### src/rtl/static_rd_seq_pkg.sv
package static_rd_seq_pkg;

   typedef enum logic [1:0] {
      DW_8   = 2'd0,
      DW_16  = 2'd1,
      DW_32  = 2'd2,
      DW_RSV = 2'd3
   } dev_width_e;

   function automatic logic [3:0] lane_sel_n(input dev_width_e w);
      case (w)
         DW_8:    return 4'b1110;
         DW_16:   return 4'b1100;
         default: return 4'b0000;
      endcase
   endfunction

endpackage

### src/rtl/srs_addr_fmt.sv
module srs_addr_fmt
   import static_rd_seq_pkg::*;
#(
   parameter int ADDR_W = 26
) (
   input  logic [ADDR_W-1:0] addr_in,
   input  dev_width_e        width,
   output logic [ADDR_W-1:0] addr_out,
   output logic [3:0]        bs_n_out
);

   localparam logic [ADDR_W-1:0] MASK16 = ~(ADDR_W'(1));
   localparam logic [ADDR_W-1:0] MASK32 = ~(ADDR_W'(3));

   always_comb begin
      case (width)
         DW_8:    addr_out = addr_in;
         DW_16:   addr_out = addr_in & MASK16;
         default: addr_out = addr_in & MASK32;
      endcase
      bs_n_out = lane_sel_n(width);
   end

endmodule

### src/rtl/srs_data_align.sv
module srs_data_align
   import static_rd_seq_pkg::*;
#(
   parameter int DATA_W = 32
) (
   input  logic [DATA_W-1:0] bus_in,
   input  dev_width_e        width,
   output logic [DATA_W-1:0] word_out
);

   localparam int HALF_W = DATA_W / 2;
   localparam int BYTE_W = 8;

   always_comb begin
      case (width)
         DW_8:    word_out = {{(DATA_W-BYTE_W){1'b0}}, bus_in[BYTE_W-1:0]};
         DW_16:   word_out = {{(DATA_W-HALF_W){1'b0}}, bus_in[HALF_W-1:0]};
         default: word_out = bus_in;
      endcase
   end

endmodule

### src/rtl/srs_strobe_win.sv
module srs_strobe_win #(
   parameter int CNT_W = 6
) (
   input  logic             active,
   input  logic             last,
   input  logic [CNT_W-1:0] cnt,
   input  logic [CNT_W-1:0] setup,
   input  logic [CNT_W-1:0] pulse,
   output logic             low,
   output logic             rise
);

   localparam int EXT_W = CNT_W + 1;

   logic [EXT_W-1:0] cnt_x;
   logic [EXT_W-1:0] start_x;
   logic [EXT_W-1:0] stop_x;

   always_comb begin
      cnt_x   = {1'b0, cnt};
      start_x = {1'b0, setup};
      stop_x  = {1'b0, setup} + {1'b0, pulse};
      low     = active && (cnt_x >= start_x) && (cnt_x < stop_x);
      rise    = low && (((cnt_x + EXT_W'(1)) == stop_x) || last);
   end

endmodule

### src/rtl/srs_cycle_ctl.sv
module srs_cycle_ctl #(
   parameter int CNT_W = 6
) (
   input  logic             clk,
   input  logic             rst_n,
   input  logic             start,
   input  logic [CNT_W-1:0] len_in,
   output logic             busy,
   output logic             last,
   output logic             done,
   output logic [CNT_W-1:0] cnt
);

   logic [CNT_W-1:0] len_q;

   assign last = busy && (cnt == (len_q - CNT_W'(1)));

   always_ff @(posedge clk or negedge rst_n) begin
      if (!rst_n) begin
         busy  <= 1'b0;
         done  <= 1'b0;
         cnt   <= '0;
         len_q <= CNT_W'(1);
      end else begin
         done <= last;
         if (start) begin
            busy  <= 1'b1;
            cnt   <= '0;
            len_q <= (len_in == '0) ? CNT_W'(1) : len_in;
         end else if (busy) begin
            if (last) busy <= 1'b0;
            else      cnt  <= cnt + CNT_W'(1);
         end
      end
   end

endmodule

### src/rtl/static_rd_seq.sv
module static_rd_seq
   import static_rd_seq_pkg::*;
#(
   parameter int ADDR_W = 26,
   parameter int DATA_W = 32,
   parameter int NUM_CS = 6,
   parameter int CNT_W  = 6,
   localparam int CS_W  = (NUM_CS > 1) ? $clog2(NUM_CS) : 1
) (
   input  logic              clk,
   input  logic              rst_n,
   input  logic              req_valid,
   input  logic [ADDR_W-1:0] req_addr,
   input  logic [CS_W-1:0]   req_cs,
   input  logic [1:0]        req_width,
   input  logic [CNT_W-1:0]  t_rd_setup,
   input  logic [CNT_W-1:0]  t_rd_pulse,
   input  logic [CNT_W-1:0]  t_cs_setup,
   input  logic [CNT_W-1:0]  t_cs_pulse,
   input  logic [CNT_W-1:0]  t_cycle,
   output logic              busy,
   output logic              done,
   output logic [DATA_W-1:0] rdata,
   output logic [ADDR_W-1:0] mem_addr,
   output logic [3:0]        mem_bs_n,
   output logic              mem_rd_n,
   output logic [NUM_CS-1:0] mem_cs_n,
   input  logic [DATA_W-1:0] mem_din
);

   if (DATA_W != 32) begin : g_bad_data_w
      $error("static_rd_seq: DATA_W must be 32");
   end
   if (ADDR_W < 3) begin : g_bad_addr_w
      $error("static_rd_seq: ADDR_W must be at least 3");
   end
   if (NUM_CS < 1) begin : g_bad_num_cs
      $error("static_rd_seq: NUM_CS must be at least 1");
   end
   if (CNT_W < 2) begin : g_bad_cnt_w
      $error("static_rd_seq: CNT_W must be at least 2");
   end

   logic              accept;
   logic              last;
   logic [CNT_W-1:0]  cnt;
   logic [CNT_W-1:0]  rd_set_q, rd_pul_q, cs_set_q, cs_pul_q;
   logic [CS_W-1:0]   cs_q;
   dev_width_e        width_q;
   dev_width_e        req_w;
   logic [ADDR_W-1:0] fmt_addr;
   logic [3:0]        fmt_bs_n;
   logic [DATA_W-1:0] aligned;
   logic [DATA_W-1:0] rdata_q;
   logic              rd_low, rd_rise, cs_low, cs_rise_unused;

   assign req_w  = dev_width_e'(req_width);
   assign accept = req_valid && !busy && (int'(req_cs) < NUM_CS);

   srs_cycle_ctl #(.CNT_W(CNT_W)) i_ctl (
      .clk    (clk),
      .rst_n  (rst_n),
      .start  (accept),
      .len_in (t_cycle),
      .busy   (busy),
      .last   (last),
      .done   (done),
      .cnt    (cnt)
   );

   srs_addr_fmt #(.ADDR_W(ADDR_W)) i_fmt (
      .addr_in  (req_addr),
      .width    (req_w),
      .addr_out (fmt_addr),
      .bs_n_out (fmt_bs_n)
   );

   srs_data_align #(.DATA_W(DATA_W)) i_align (
      .bus_in   (mem_din),
      .width    (width_q),
      .word_out (aligned)
   );

   srs_strobe_win #(.CNT_W(CNT_W)) i_rd_win (
      .active (busy),
      .last   (last),
      .cnt    (cnt),
      .setup  (rd_set_q),
      .pulse  (rd_pul_q),
      .low    (rd_low),
      .rise   (rd_rise)
   );

   srs_strobe_win #(.CNT_W(CNT_W)) i_cs_win (
      .active (busy),
      .last   (last),
      .cnt    (cnt),
      .setup  (cs_set_q),
      .pulse  (cs_pul_q),
      .low    (cs_low),
      .rise   (cs_rise_unused)
   );

   always_ff @(posedge clk or negedge rst_n) begin
      if (!rst_n) begin
         rd_set_q <= '0;
         rd_pul_q <= '0;
         cs_set_q <= '0;
         cs_pul_q <= '0;
         cs_q     <= '0;
         width_q  <= DW_32;
         mem_addr <= '0;
         mem_bs_n <= 4'b1111;
      end else if (accept) begin
         rd_set_q <= t_rd_setup;
         rd_pul_q <= t_rd_pulse;
         cs_set_q <= t_cs_setup;
         cs_pul_q <= t_cs_pulse;
         cs_q     <= req_cs;
         width_q  <= req_w;
         mem_addr <= fmt_addr;
         mem_bs_n <= fmt_bs_n;
      end
   end

   always_ff @(posedge clk or negedge rst_n) begin
      if (!rst_n)       rdata_q <= '0;
      else if (rd_rise) rdata_q <= aligned;
   end

   assign rdata    = rdata_q;
   assign mem_rd_n = ~rd_low;

   for (genvar i = 0; i < NUM_CS; i++) begin : g_cs
      assign mem_cs_n[i] = ~(cs_low && (cs_q == CS_W'(i)));
   end

endmodule

### config.mk
export PLATFORM = sky130hd
export DESIGN_NAME = static_rd_seq
export DESIGN_NICKNAME = d
export VERILOG_FILES = /design/src/rtl/static_rd_seq_pkg.sv /design/src/rtl/srs_addr_fmt.sv /design/src/rtl/srs_data_align.sv /design/src/rtl/srs_strobe_win.sv /design/src/rtl/srs_cycle_ctl.sv /design/src/rtl/static_rd_seq.sv
export SDC_FILE = /design/constraint.sdc
export NUM_CORES = 1
export LEC_CHECK = 0
export ABC_CLOCK_PERIOD_IN_PS = 3990
export BUFFER_PORTS_ARGS = -buffer_cell sky130_fd_sc_hd__buf_2
export CAP_MARGIN = 15
export CORE_MARGIN = 1.5
export CORE_UTILIZATION = 52
export DETAILED_ROUTE_END_ITERATION = 7
export PLACE_DENSITY = 0.81
export SETUP_SLACK_MARGIN = 0.5
export SLEW_MARGIN = 20
export SYNTH_ARGS = -nofsm -noshare
export SYNTH_HDL_FRONTEND = slang
export SYNTH_SLANG_ARGS = --single-unit
### constraint.sdc
create_clock -name clk -period 3.99 [get_ports clk]
set_clock_uncertainty 0.15 [all_clocks]
set_input_delay 0.1995 -clock clk [delete_from_list [all_inputs] [get_ports clk]]
set_output_delay 0.1995 -clock clk [all_outputs]
set_load 0.01 [all_outputs]
==> results.sh <==
export IMPL_status="completed"
export IMPL_globalRouteOverflowTotal=0
export IMPL_criticalPathCategory="reg2out"
export IMPL_die_w_um=105
export IMPL_ys_ff_latch=104
export IMPL_layout_nets=961
export IMPL_post_route_min_period_ns=3.59
export IMPL_yosys_area_top_type_share_pct=45.5
export IMPL_synth_edff_count=0
export IMPL_cp_required_ns=3.64
export IMPL_period_share_pct=90.0
export IMPL_syn_avg_cell_area_sq_um=9.71
export IMPL_grt_pass1_vias=5277
export IMPL_maxSlewHeadroom_pct=41.1
export IMPL_antenna_found_initial=0
export IMPL_grt_pass1_wl_um=24200
export IMPL_synth_xor_area_share_pct=4.04
export IMPL_synth_area_leaders="dfrtp_1, nand2_1, ha_1, mux2_4, mux2i_1"
export IMPL_final_layout_size_suffix_gt1_share_pct=30.3
export IMPL_yosysMostFrequentCell="nand2_1"
export IMPL_rows=37
export IMPL_worst_path_most_repeated_cell="a21o_1"
export IMPL_maxCapViolCount=0
export IMPL_start_util_pct=53.2
export IMPL_fin_hold_ws_ns=0.0215
export IMPL_syn_area_sq_um=5450
export IMPL_finalNonFillerCells=967
export IMPL_hold_violations=0
export IMPL_cp_slowest_cell="fa_1"
export IMPL_synth_largest_area_cell="dfrtp_1"
export IMPL_clockBufferDepth=2
export IMPL_path_buf_inv=2
export IMPL_synthArstFlopShare_pct=100
export IMPL_drtIter0Drc=248
export IMPL_area_growth_pct=44.3
export IMPL_h_tree_depth=3
export IMPL_min_delay_start="mem_din[11]"
export IMPL_r2r_start="rd_pul_q[0]"
export IMPL_place_area_sq_um=6400
export IMPL_min_path_cells=3
export IMPL_synth_simple_area_share_pct=18.0
export IMPL_timing_final_ws_setup_ns=0.400
export IMPL_clk_pin_slew_ns=0.11
export IMPL_slew_violations=0
export IMPL_crit_chain="ha_4 > fa_1 > inv_2 > ha_4 > a21o_1 > a21o_1 > a21o_1 > a211o_1 > a311oi_4 > nand4_1 > buf_2"
export IMPL_fin_area_sq_um=7860
export IMPL_portBuffers=166
export IMPL_pin_count=167
export IMPL_setup_viol=0
export IMPL_die_h_um=105
export IMPL_cp_max_fo=6
export IMPL_synth_area_mux_share_pct=7.60
export IMPL_yosysUniqueCellTypes=47
export IMPL_cts_sinks=104
export IMPL_grt_start_max_net_pins=71
export IMPL_slowest_delay_ns=0.49
export IMPL_via_per_inst=5.22
export IMPL_hold_class="in2reg"
export IMPL_pwr_density_cell_nw_per_um2=811
export IMPL_tritoncts="built"
export IMPL_arrival_ns=3.24
export IMPL_rsz0062_at_grt="yes"
export IMPL_peakVddDrop_uv=414
export IMPL_setup_tns_ns=0
export IMPL_yosys_area_share_adder_pct=9.24
export IMPL_postSynthCellCount=561
export IMPL_ys_flop_type="dfrtp_1"
export IMPL_cts_root_buf="clkbuf_8"
export IMPL_wl_um=15300
export IMPL_ys_seq_area_share_pct=47.9
export IMPL_diodes=0
export IMPL_end_kind="output pin"
export IMPL_p_leak_nw=4.08
export IMPL_cp_num_cells=11
export IMPL_cts_made_buffers=9
export IMPL_dp_cells=844
export IMPL_core_area_sq_um=10200
export IMPL_gp_congestion=0.820
export IMPL_die_area_sq_um=11100
export IMPL_critPathTopFamily="compound AO/OA/AOI/OAI gates"
export IMPL_num_vias=5046
export IMPL_clock_latency_ns=0.38
export IMPL_synth_compound_area_share_pct=8.68
export IMPL_dp_slack_ns=0.241
export IMPL_startpoint="cs_pul_q[0]"
export IMPL_worst_slew_pin_slew_ns=0.883
export IMPL_r2r_cells=14
export IMPL_detailed_place_hpwl_um=9070
export IMPL_yosys_warnings=0
export IMPL_wl_per_cell_um=15.8
export IMPL_first_pass_iters=5
export IMPL_drc_errors=0
export IMPL_grt_usage_pct=27.7
export IMPL_synth_common_cells="nand2_1, dfrtp_1, ha_1, inv_1, o21ai_0"
export IMPL_max_freq_mhz=279
export IMPL_synth_top_family_by_area="simple AND/OR/NAND/NOR gates"
export IMPL_syn_nets=696
export IMPL_cp_start_kind="register"
export IMPL_final_antenna_net_count=0
[through the flow]
stage | total power, W | util, %
2_1_floorplan | 0.00406 | -
6_report | 0.00637 | 76.8
3_5_place_dp | 0.00497 | 62.6
5_1_grt | 0.00687 | 76.8
4_1_cts | 0.00601 | 75.1
3_3_place_gp | 0.00478 | 62.6
[path summary, 6_finish.rpt]
| path | end | slack (ns) |
|---|---|---|
| max in group asynchronous | mem_bs_n[0] | 2.33 |
| worst min register to register | mem_addr[9] | 0.34 |
| worst min-delay path | rdata[11] | 0.02 |
| worst max register to register | rdata[18] | 0.49 |
| worst max-delay path | mem_cs_n[3] | 0.40 |
| min in group asynchronous | mem_addr[25] | 0.34 |
[kinds of logic (layout without fill, tap and decap cells)]
| family | count (synthesis) | in the layout |
|---|---|---|
| mux | 34 | 34 |
| flops | 104 | 104 |
| simple gates | 234 | 234 |
| compound gates | 69 | 69 |
| fa+ha+maj | 39 | 39 |
| buf+inv | 59 | 329 |
| xor+xnor | 22 | 22 |
[metal layers]
layer	share of wire, %	global-route usage (%)	vias up
li1	-	-	2370
met1	39	31.1	2421
met2	52	48.9	195
met3	5.1	5.19	60
met4	4.5	16.1	0
met5	0	0	-
[worst min-delay path, stage by stage]
cell	delay (ns)
buf_2	0.07
nor2b_1	0.11
mux2_4	0.14
[cell type report]
cell class,count,area [sq um]
well taps,136,170
flip-flops and latches,104,2610
fillers,654,2370
clock buffers,10,128
inverters,36,135
multi-input cells,398,2770
clock inverters,6,68.8
repair buffers,277,1980
[where the power goes]
part | internal (W) | switching (W)
registers | 0.00155 | 0.000449
clock network | 0.000294 | 0.000378
logic | 0.00185 | 0.00185
total | 0.00369 | 0.00268
[state kept, by name, indices dropped and copies added, names as in the netlist, 2 cells and up]
register,flops
rd_pul_q,6
rdata,32
cs_set_q,6
i_ctl.len_q,6
cs_pul_q,6
i_ctl.cnt,6
mem_bs_n,3
cs_q,3
mem_addr,26
rd_set_q,6
width_q,2
[placed cells by master, fill, tap and decap left out, types with 10 or more instances in the layout]
cell type	n
o21ai_0	21
xnor2_1	10
buf_2	164
inv_1	34
nor2_1	10
mux2_4	16
buf_4	19
dlygate4sd3_1	86
ha_1	32
a21o_1	10
nor2b_1	12
nand2_1	178
nand3_1	10
dfrtp_1	99
mux2i_1	12
[timing repair]
item                                    in CTS  in global routing
gates resized for setup                     16                 20
pin swaps                                   14                 11
endpoints found under the setup margin      38                 39
gates cloned                                 3                  0
hold buffers                                86                  0
buffers inserted                            14                  3
hold endpoints to repair                   154                  0
No activity file was read; power rests on OpenSTA's default activity.
